`src/rtl/mlu_pkg.sv`:
```
package mlu_pkg;

  typedef enum logic [2:0] {
    S_IDLE, S_QUEUE, S_EXPL, S_DREQ, S_DDATA
  } seq_state_e;

  // total descriptor length after clamping into 1..depth
  function automatic int norm_len(int len, int depth);
    if (len < 1) return 1;
    if (len > depth) return depth;
    return len;
  endfunction

  // explicit word count after clamping into 1..len_n
  function automatic int norm_exp(int expl, int len_n);
    if (expl < 1) return 1;
    if (expl > len_n) return len_n;
    return expl;
  endfunction

  // whole address/length pairs after the explicit words
  function automatic int pair_count(int len_n, int exp_n);
    return (len_n - exp_n) / 2;
  endfunction

  function automatic logic op_is_priv(int op, int limit);
    return op < limit;
  endfunction

endpackage

```
`src/rtl/mlu_desc_array.sv`:
```
module mlu_desc_array #(
  parameter int DW    = 32,
  parameter int DEPTH = 16,
  parameter int OPW   = 8,
  parameter int LENW  = 8,
  localparam int IDX_W = $clog2(DEPTH)
) (
  input  logic             clk,
  input  logic             rst_n,
  input  logic             we,
  input  logic [IDX_W-1:0] widx,
  input  logic [DW-1:0]    wdata,
  input  logic [IDX_W-1:0] ra_idx,
  output logic [DW-1:0]    ra_data,
  input  logic [IDX_W-1:0] rb_idx,
  output logic [LENW-1:0]  rb_len,
  output logic [OPW-1:0]   hdr_op
);

  logic [DW-1:0] mem [DEPTH];

  always_ff @(posedge clk) begin
    if (!rst_n) begin
      for (int i = 0; i < DEPTH; i++) mem[i] <= '0;
    end else if (we) begin
      mem[widx] <= wdata;
    end
  end

  always_comb begin
    ra_data = mem[ra_idx];
    rb_len  = mem[rb_idx][LENW-1:0];
    hdr_op  = mem[0][DW-1 -: OPW];
  end

endmodule

```
`src/rtl/mlu_launch_ctl.sv`:
```
module mlu_launch_ctl
  import mlu_pkg::*;
#(
  parameter int DEPTH      = 16,
  parameter int OPW        = 8,
  parameter int PRIV_LIMIT = 64,
  localparam int CW = $clog2(DEPTH) + 1
) (
  input  logic           clk,
  input  logic           rst_n,
  input  logic           launch_valid,
  input  logic [CW-1:0]  launch_len,
  input  logic [CW-1:0]  launch_exp,
  input  logic           launch_kill,
  input  logic           user_mode,
  input  logic [OPW-1:0] hdr_op,
  input  logic           seq_busy,
  output logic           pend,
  output logic           commit,
  output logic           priv_exc,
  output logic [CW-1:0]  exp_n,
  output logic [CW-1:0]  pair_n
);

  logic [CW-1:0] len_q, exp_raw_q, len_norm;
  logic          violate;
  logic          fault_evt;

  always_comb begin
    violate   = user_mode && op_is_priv(int'(hdr_op), PRIV_LIMIT);
    commit    = pend && !launch_kill && !violate;
    fault_evt = pend && !launch_kill && violate;
    len_norm  = CW'(norm_len(int'(len_q), DEPTH));
    exp_n     = CW'(norm_exp(int'(exp_raw_q), int'(len_norm)));
    pair_n    = CW'(pair_count(int'(len_norm), int'(exp_n)));
  end

  always_ff @(posedge clk) begin
    if (!rst_n) begin
      pend      <= 1'b0;
      priv_exc  <= 1'b0;
      len_q     <= '0;
      exp_raw_q <= '0;
    end else begin
      priv_exc <= fault_evt;
      if (pend) begin
        pend <= 1'b0;
      end else if (launch_valid && !seq_busy) begin
        pend      <= 1'b1;
        len_q     <= launch_len;
        exp_raw_q <= launch_exp;
      end
    end
  end

  // a killed launch leaves no exception behind
  assert_kill_no_exc_R6: assert property (@(posedge clk) disable iff (!rst_n)
    (pend && launch_kill) |=> !priv_exc);

  // a faulting launch never starts the sequencer
  assert_exc_no_send_R4: assert property (@(posedge clk) disable iff (!rst_n)
    priv_exc |-> !seq_busy);

endmodule

```
`src/rtl/mlu_stream_seq.sv`:
```
module mlu_stream_seq
  import mlu_pkg::*;
#(
  parameter int DW    = 32,
  parameter int DEPTH = 16,
  parameter int LENW  = 8,
  parameter int QWAIT = 2,
  localparam int IDX_W = $clog2(DEPTH),
  localparam int CW    = IDX_W + 1,
  localparam int QCW   = (QWAIT > 1) ? $clog2(QWAIT) : 1
) (
  input  logic             clk,
  input  logic             rst_n,
  input  logic             commit,
  input  logic [CW-1:0]    exp_n,
  input  logic [CW-1:0]    pair_n,
  input  logic [DW-1:0]    ra_data,
  input  logic [LENW-1:0]  rb_len,
  input  logic             dma_rsp_valid,
  input  logic [DW-1:0]    dma_rsp_data,
  output logic             active,
  output logic [IDX_W-1:0] ra_idx,
  output logic [IDX_W-1:0] rb_idx,
  output logic             net_valid,
  output logic [DW-1:0]    net_data,
  output logic             dma_req_valid,
  output logic [DW-1:0]    dma_addr,
  output logic [LENW-1:0]  dma_len
);

  seq_state_e       state;
  logic [QCW-1:0]   qcnt;
  logic [IDX_W-1:0] widx, pidx;
  logic [CW-1:0]    exp_q, pairs_q, left;
  logic [LENW-1:0]  rem;
  logic             last_expl, last_pair, queue_done;

  always_comb begin
    active        = (state != S_IDLE);
    ra_idx        = (state == S_EXPL) ? widx : pidx;
    rb_idx        = pidx + IDX_W'(1);
    last_expl     = ({1'b0, widx} == exp_q - CW'(1));
    last_pair     = (left == CW'(1));
    queue_done    = (qcnt == QCW'(QWAIT - 1));
    net_valid     = (state == S_EXPL) || (state == S_DDATA && dma_rsp_valid);
    net_data      = (state == S_EXPL) ? ra_data : dma_rsp_data;
    dma_req_valid = (state == S_DREQ) && (rb_len != '0);
    dma_addr      = ra_data;
    dma_len       = rb_len;
  end

  always_ff @(posedge clk) begin
    if (!rst_n) begin
      state   <= S_IDLE;
      qcnt    <= '0;
      widx    <= '0;
      pidx    <= '0;
      exp_q   <= '0;
      pairs_q <= '0;
      left    <= '0;
      rem     <= '0;
    end else begin
      case (state)
        S_IDLE: if (commit) begin
          state   <= S_QUEUE;
          qcnt    <= '0;
          exp_q   <= exp_n;
          pairs_q <= pair_n;
        end
        S_QUEUE: if (queue_done) begin
          state <= S_EXPL;
          widx  <= '0;
        end else begin
          qcnt <= qcnt + QCW'(1);
        end
        S_EXPL: if (last_expl) begin
          if (pairs_q != '0) begin
            state <= S_DREQ;
            pidx  <= exp_q[IDX_W-1:0];
            left  <= pairs_q;
          end else begin
            state <= S_IDLE;
          end
        end else begin
          widx <= widx + IDX_W'(1);
        end
        S_DREQ: if (rb_len != '0) begin
          state <= S_DDATA;
          rem   <= rb_len;
        end else if (last_pair) begin
          state <= S_IDLE;
        end else begin
          pidx <= pidx + IDX_W'(2);
          left <= left - CW'(1);
        end
        S_DDATA: if (dma_rsp_valid) begin
          if (rem != LENW'(1)) begin
            rem <= rem - LENW'(1);
          end else if (last_pair) begin
            state <= S_IDLE;
          end else begin
            state <= S_DREQ;
            pidx  <= pidx + IDX_W'(2);
            left  <= left - CW'(1);
          end
        end
        default: state <= S_IDLE;
      endcase
    end
  end

  // a commit only ever meets an idle sequencer
  assert_commit_when_idle_R7: assert property (@(posedge clk) disable iff (!rst_n)
    commit |-> (state == S_IDLE));

  // each gather request is a single-cycle pulse
  assert_dma_pulse_R8: assert property (@(posedge clk) disable iff (!rst_n)
    dma_req_valid |=> !dma_req_valid);

  generate
    if (QWAIT == 2) begin : g_gap_chk
      // two silent queuing cycles, then the header word
      assert_queue_gap_R5: assert property (@(posedge clk) disable iff (!rst_n)
        commit |=> !net_valid ##1 !net_valid ##1 net_valid);
    end
  endgenerate

endmodule

```
`src/rtl/mlu_launch_unit.sv`:
```
module mlu_launch_unit
  import mlu_pkg::*;
#(
  parameter int DW         = 32,
  parameter int DEPTH      = 16,
  parameter int OPW        = 8,
  parameter int LENW       = 8,
  parameter int PRIV_LIMIT = 64,
  parameter int QWAIT      = 2,
  localparam int IDX_W = $clog2(DEPTH),
  localparam int CW    = IDX_W + 1
) (
  input  logic             clk,
  input  logic             rst_n,
  input  logic             st_valid,
  input  logic [IDX_W-1:0] st_idx,
  input  logic [DW-1:0]    st_data,
  input  logic             launch_valid,
  input  logic [CW-1:0]    launch_len,
  input  logic [CW-1:0]    launch_exp,
  input  logic             launch_kill,
  input  logic             user_mode,
  output logic             busy,
  output logic             priv_exc,
  output logic             net_valid,
  output logic [DW-1:0]    net_data,
  output logic             dma_req_valid,
  output logic [DW-1:0]    dma_addr,
  output logic [LENW-1:0]  dma_len,
  input  logic             dma_rsp_valid,
  input  logic [DW-1:0]    dma_rsp_data
);

  logic             pend, commit, seq_active, arr_we;
  logic [CW-1:0]    exp_n, pair_n;
  logic [IDX_W-1:0] ra_idx, rb_idx;
  logic [DW-1:0]    ra_data;
  logic [LENW-1:0]  rb_len;
  logic [OPW-1:0]   hdr_op;

  assign busy   = pend || seq_active;
  assign arr_we = st_valid && !busy;

  mlu_desc_array #(.DW(DW), .DEPTH(DEPTH), .OPW(OPW), .LENW(LENW)) u_array (
    .clk(clk), .rst_n(rst_n), .we(arr_we), .widx(st_idx), .wdata(st_data),
    .ra_idx(ra_idx), .ra_data(ra_data), .rb_idx(rb_idx), .rb_len(rb_len),
    .hdr_op(hdr_op)
  );

  mlu_launch_ctl #(.DEPTH(DEPTH), .OPW(OPW), .PRIV_LIMIT(PRIV_LIMIT)) u_ctl (
    .clk(clk), .rst_n(rst_n), .launch_valid(launch_valid),
    .launch_len(launch_len), .launch_exp(launch_exp),
    .launch_kill(launch_kill), .user_mode(user_mode), .hdr_op(hdr_op),
    .seq_busy(seq_active), .pend(pend), .commit(commit),
    .priv_exc(priv_exc), .exp_n(exp_n), .pair_n(pair_n)
  );

  mlu_stream_seq #(.DW(DW), .DEPTH(DEPTH), .LENW(LENW), .QWAIT(QWAIT)) u_seq (
    .clk(clk), .rst_n(rst_n), .commit(commit), .exp_n(exp_n), .pair_n(pair_n),
    .ra_data(ra_data), .rb_len(rb_len), .dma_rsp_valid(dma_rsp_valid),
    .dma_rsp_data(dma_rsp_data), .active(seq_active), .ra_idx(ra_idx),
    .rb_idx(rb_idx), .net_valid(net_valid), .net_data(net_data),
    .dma_req_valid(dma_req_valid), .dma_addr(dma_addr), .dma_len(dma_len)
  );

  // the port is silent whenever no launch is in flight
  assert_quiet_when_idle_R3: assert property (@(posedge clk) disable iff (!rst_n)
    !busy |-> !net_valid);

  // the header cannot change while a launch is in flight
  assert_hdr_frozen_R7: assert property (@(posedge clk) disable iff (!rst_n)
    busy |=> $stable(hdr_op));

endmodule

```
`config.mk`:
```
export PLATFORM = sky130hd
export DESIGN_NAME = mlu_launch_unit
export DESIGN_NICKNAME = d
export VERILOG_FILES = /design/src/rtl/mlu_pkg.sv /design/src/rtl/mlu_desc_array.sv /design/src/rtl/mlu_launch_ctl.sv /design/src/rtl/mlu_stream_seq.sv /design/src/rtl/mlu_launch_unit.sv
export SDC_FILE = /design/constraint.sdc
export NUM_CORES = 1
export LEC_CHECK = 0
export ABC_CLOCK_PERIOD_IN_PS = 11900
export BUFFER_PORTS_ARGS = -buffer_cell sky130_fd_sc_hd__buf_2
export CAP_MARGIN = 20
export CORE_ASPECT_RATIO = 1.1
export CORE_UTILIZATION = 34
export DETAILED_ROUTE_END_ITERATION = 8
export GPL_TIMING_DRIVEN = 1
export PLACE_DENSITY = 0.5
export SYNTH_ARGS = -nofsm -noshare
export SYNTH_HDL_FRONTEND = slang
export SYNTH_SLANG_ARGS = --single-unit
```
`constraint.sdc`:
```
create_clock -name clk -period 11.9 [get_ports clk]
set_input_delay 2.38 -clock clk [delete_from_list [all_inputs] [get_ports clk]]
set_output_delay 2.38 -clock clk [all_outputs]
set_load 0.005 [all_outputs]
```
Yosys cells after proc, flatten, opt, wreduce, memory -nomap -nowiden
Memory sizes are Yosys's and may differ from the RTL's.
Cells that the tools add are included.
{"block": "word_totals", "ff_bits": 47, "ramBits": 512, "out_inout_bits": 76, "memories": 1}
{"memory": "u_array.mem", "depth": 16, "width": 32, "rd": 3, "rd_ports_with_merged_regs": 0, "wr": 16, "line": "mlu_desc_array.sv:20", "text": "logic [DW-1:0] mem [DEPTH];"}
{"block": "classes", "n_addsub": 9, "magnitude_cmp": 5, "eq_ne": 18, "mux": 58, "bitwise": 3, "reduce_logical": 31}
{"op": "2-to-1 mux 32 bit", "n": 2}
{"op": "2-to-1 mux 5 bit", "n": 12}
{"op": "2-to-1 mux 4 bit", "n": 10}
{"op": "OR reduction 32 bit", "n": 1}
{"op": "2-to-1 mux 8 bit", "n": 3}
{"op": "2-to-1 mux 3 bit", "n": 7}
{"op": "2-to-1 mux 1 bit", "n": 16}
{"op": "inequality test 2 bit, second input constant", "n": 8}
{"op": "case mux 8 bit (2 select lines)", "n": 1}
{"op": "case mux 3 bit (5 select lines)", "n": 1}
{"op": "case mux 5 bit (3 select lines)", "n": 1}
{"op": "case mux 4 bit (3 select lines)", "n": 1}
{"op": "AND reduction 6 bit", "n": 2}
{"op": "less-than comparator 5 x 1 -> 1 bit, second input constant", "n": 2}
{"op": "subtractor 5 x 1 -> 5 bit, second input constant", "n": 2}
{"op": "adder 4 x 1 -> 4 bit, second input constant", "n": 2}
{"op": "logical AND 1 bit", "n": 8}
{"op": "less-than comparator 8 x 7 -> 1 bit, second input constant", "n": 1}
{"op": "inequality test 8 x 1 -> 1 bit, second input constant", "n": 1}
{"op": "case mux 4 bit (2 select lines)", "n": 1}
{"op": "nonzero test 8 bit", "n": 1}
{"op": "subtractor 8 x 1 -> 8 bit, second input constant", "n": 1}
{"op": "== test 3 x 2 -> 1 bit, second input constant", "n": 2}
{"op": "AND reduction 2 bit", "n": 3}
{"op": "25 further kinds", "n": 35}

Longest topological paths before layout
{"block": "depth", "word_depth": 13, "ltp_mapped": 24, "ltp_nobuf": 23}

By module
Synthesis repeated with hierarchy kept, for this count alone.
{"block": "hier_totals", "cells_unflattened": 1957, "hier_area_um2": 27717.8}
{"module": "mlu_desc_array", "n_inst": 1, "cells_per_inst": 1494, "area_per_inst_um2": 23832.9, "seq_area_each_um2": 15374.7}
{"module": "mlu_stream_seq", "n_inst": 1, "cells_per_inst": 343, "area_per_inst_um2": 2810.2, "seq_area_each_um2": 700.7}
{"module": "mlu_launch_ctl", "n_inst": 1, "cells_per_inst": 118, "area_per_inst_um2": 1061.0, "seq_area_each_um2": 240.2}
{"module": "mlu_launch_unit", "n_inst": 1, "cells_per_inst": 2, "area_per_inst_um2": 13.8, "seq_area_each_um2": 0.0}

Worst setup path after synthesis
Ideal clock, no wire load.
{"block": "synth_path", "kind": "input-to-reg", "start": "input rst_n", "end": "memory u_array.mem[13][0] (enable)", "setup_time_ps": 466, "t_arrival_ps": 5301, "required_ps": 11434, "path_slack_ps": 6134, "cell_stages": 4, "n_path_buf": 1, "cell_sequence": "clkbuf_1 and3_1 nand3_1 o21ai_0"}
{"item": "start, declared", "line": "mlu_launch_unit.sv:14", "text": "input logic rst_n,"}
{"item": "end, declared", "line": "mlu_desc_array.sv:20"}

Worst setup path in the final report
{"block": "layout_path", "start": "register u_seq.state[1]", "end": "output net_data[19]"}
{"block": "layout_via", "elab_chain_len": 4}
{"item": "start, declared", "line": "mlu_stream_seq.sv:31", "text": "seq_state_e state;"}
{"item": "start signal, assigned", "line": "mlu_stream_seq.sv:54", "text": "state <= S_IDLE;"}
{"item": "start signal, assigned", "line": "mlu_stream_seq.sv:65", "text": "state <= S_QUEUE;"}
{"item": "start signal, assigned", "line": "mlu_stream_seq.sv:71", "text": "state <= S_EXPL;"}
{"item": "== test 3 x 2 -> 1 bit *", "line": "mlu_stream_seq.sv:40, mlu_stream_seq.sv:46"}
{"item": "2-to-1 mux 4 bit", "line": "mlu_stream_seq.sv:40", "text": "ra_idx = (state == S_EXPL) ? widx : pidx;"}
{"item": "memory read (16 x 32 bit)"}
{"item": "2-to-1 mux 32 bit *", "line": "mlu_stream_seq.sv:46", "text": "net_data = (state == S_EXPL) ? ra_data : dma_rsp_data;"}
{"item": "end, declared", "line": "mlu_launch_unit.sv:26", "text": "output logic [DW-1:0] net_data,"}
Mark *: on every way between the ends. The rest lies on a longest branch, timed or not.

==> metrics.txt <==
Hold Crit Class=reg2reg; syn avg cell area=13.8 sq um; cell mode on critical path=buf_4; WL final=80700 um; Netlist cell types=58; Routed Antenna Nets=0; synthesized flop and latch total=559; most common cell after layout, fill and taps aside=and2_1; Final nets=2229; Max-slew headroom=0.316; Crit. End Element=output port; core area=0.0805 sq mm; outcome=finished, violations left; Post-synth EDFFs=512; DR DRC count=48; P&R area growth vs syn=14.9%; CTS Buf Count=66; Overflow after GRT=0; die area=0.0825 sq mm; Worst Path Max Fanout=46; Clock Latency Late Sink=0.61 ns; Setup TNS=0 ns; CP peak stage delay=0.67 ns; RSZ-0062 raised after global routing=false; most frequent cells in the layout=545 x and2_1, 512 x edfxtp_1, 160 x buf_2, 141 x mux4_2, 115 x nand2_1; DR pass1 iterations=7; cell row count=109; critical path arrival=4.99 ns; Synth Cell Area=0.0277 sq mm; post-synthesis sequential area ratio=0.590; Final min period=7.37 ns; pin count of the biggest net entering global routing=81; I/O Buffers=160; switching part of the total=0.239; Static Leak=11.7 nW; clock power share=0.422; wire length of the first global-routing pass=118000 um; final setup fails=0; initial core utilization=0.344; period utilization=0.619; CP startpoint=u_seq.state[1]; Worst IR Drop VDD=0.0816 mV; Vias=16900; combinational share of power=0.087; Die Span X=274 um; clk buf depth=3; Clock Sinks=559; Root Buffer Master=clkbuf_16; Die Y=301 um; P_sw=1.10 mW; Syn Inst Count=2005; Power Total=4.60 mW; GRT Total Usage=0.197; yosys warns=0; failing checks=design-rule violations; Avg WL per Cell=25.0 um; HPWL Detailed=44400 um; vias in the first global route=17500; Worst EP required=9.52 ns; share of cells above drive strength 1=0.241; maximum clock rate=136 MHz; clk slew on worst S/H paths=0.06 ns; hold_sp=u_ctl.len_q[0]; Post-Syn Nets=2111; type of origin of the critical path=flop; max_cap viols=0; I/O pin cnt=161; initial DRC count=1249; final slew viol count=0; Cell Pwr Density=145 mW/mm^2; Post-CTS Hold Fix Bufs=0; kind of critical path=reg2out; clk_skew=0.0217 ns; TritonCTS clock tree=done; final hold vios=0; via density per instance=5.23; P_int=3.50 mW; slowest CP cell=buf_4; worst path cell trace=nor3b_2, buf_4, mux2i_4, buf_4, buf_4, mux4_2, and2_1, a211oi_1, a31oi_1, mux2_2, buf_2; reg2reg start=u_ctl.len_q[3]; Post-synth ARST share=0; CTS H-Tree Depth=3; post-CTS sizing=0; initial antenna violation count=6; Worst Tran Pin Value=1.03 ns; postcts setup bufs=0; register share of total power=0.491; ys flop type=edfxtp_1; routability cong.=0.737
## stage by stage
stage | hold slack (ns) | worst slack, ns | cells | utilization | instance area [sq um]
final | 0.459 | 4.53 | 3228 | 0.395 | 31800
after global routing | 0.491 | 4.29 | 3226 | 0.395 | 31800
after CTS | 0.461 | 4.45 | 3226 | 0.395 | 31800
after detailed placement | 0.453 | 5.09 | 3109 | 0.370 | 29800
after global placement | 0.448 | 5.17 | 3108 | 0.370 | 29700
after floorplan | 0.437 | 6.13 | 2005 | - | 27700
## layer usage
metal | global-route usage | up-vias | part of all wire
met5 | 0 | - | 0
met4 | 0.0516 | 0 | 0.020
met3 | 0.0335 | 109 | 0.050
met2 | 0.339 | 405 | 0.50
met1 | 0.257 | 8753 | 0.43
li1 | - | 7631 | -
## final cells by class
class | instances | area (sq um)
diodes | 2 | 5.00
clock buffers | 89 | 1780
clock inverters | 28 | 250
fillers | 7532 | 48700
inverters | 21 | 78.8
multi-input cells | 1262 | 10800
flip-flops and latches | 559 | 16300
well taps | 1054 | 1320
repair buffers | 213 | 1210
## logic make-up (layout without fill, tap and decap cells)
kind of cell,count (synthesis),count (layout),share of synthesized area
fa+ha+maj,21,21,0.00977
flops,559,559,0.590
mux,266,266,0.163
xor+xnor,13,13,0.00439
buf+inv,184,351,0.0282
other cells,0,2,0
simple gates,790,790,0.164
compound gates,172,172,0.0403
## registers in the layout, summed over array words and instances, names as in the netlist, 4 cells and up
name	cells
u_seq.pairs_q	5
u_seq.left	5
u_array.mem	512
u_seq.exp_q	5
u_ctl.exp_raw_q	5
u_ctl.len_q	5
u_seq.rem	8
u_seq.widx	4
u_seq.pidx	4
## power by group through the flow
stage | clock network, mW | logic (mW) | registers, mW
after global routing | 2.05 | 0.441 | 2.27
after floorplan | 0 | 0.257 | 2.29
after global placement | 0 | 0.403 | 2.29
after detailed placement | 0 | 0.407 | 2.30
final | 1.94 | 0.402 | 2.26
after CTS | 1.98 | 0.409 | 2.26
## final timing paths
check,endpoint,slack (ns),depth (start not counted)
max,net_data[19],4.53,11
min,u_ctl.len_q[0],0.46,2
max reg2reg,u_seq.pairs_q[4],7.57,22
min reg2reg,u_ctl.len_q[0],0.46,2
## worst max-delay path: cells and delay by family, from the launching register on
| family | cells | cell delay (ns) |
|---|---|---|
| AOI/OAI and AO/OA | 2 | 0.46 |
| muxes | 3 | 1.27 |
| and+or+nand+nor | 2 | 0.41 |
| DFF | 1 | 0.45 |
| buffers and inverters | 4 | 1.74 |
## cells in the mapped netlist, types with 7 or more instances
| library cell | number | area (sq um) |
|---|---|---|
| a211oi_1 | 37 | 278 |
| a21o_1 | 7 | 52.6 |
| a21oi_1 | 34 | 170 |
| a31oi_1 | 37 | 231 |
| and2_1 | 545 | 3410 |
| buf_2 | 17 | 85.1 |
| buf_4 | 8 | 60.1 |
| clkbuf_1 | 128 | 480 |
| dfxtp_1 | 47 | 941 |
| edfxtp_1 | 512 | 15400 |
| ha_1 | 20 | 250 |
| inv_1 | 21 | 78.8 |
| mux2_2 | 33 | 372 |
| mux2i_1 | 89 | 891 |
| mux4_2 | 141 | 3180 |
| nand2_1 | 115 | 432 |
| nand2b_1 | 8 | 50.1 |
| nand3_1 | 21 | 105 |
| nor2_1 | 48 | 180 |
| nor3_1 | 13 | 65.1 |
| o211ai_1 | 7 | 52.6 |
| o21ai_0 | 24 | 120 |
| o31ai_1 | 8 | 60.1 |
Power figures use the tool's default switching activity.
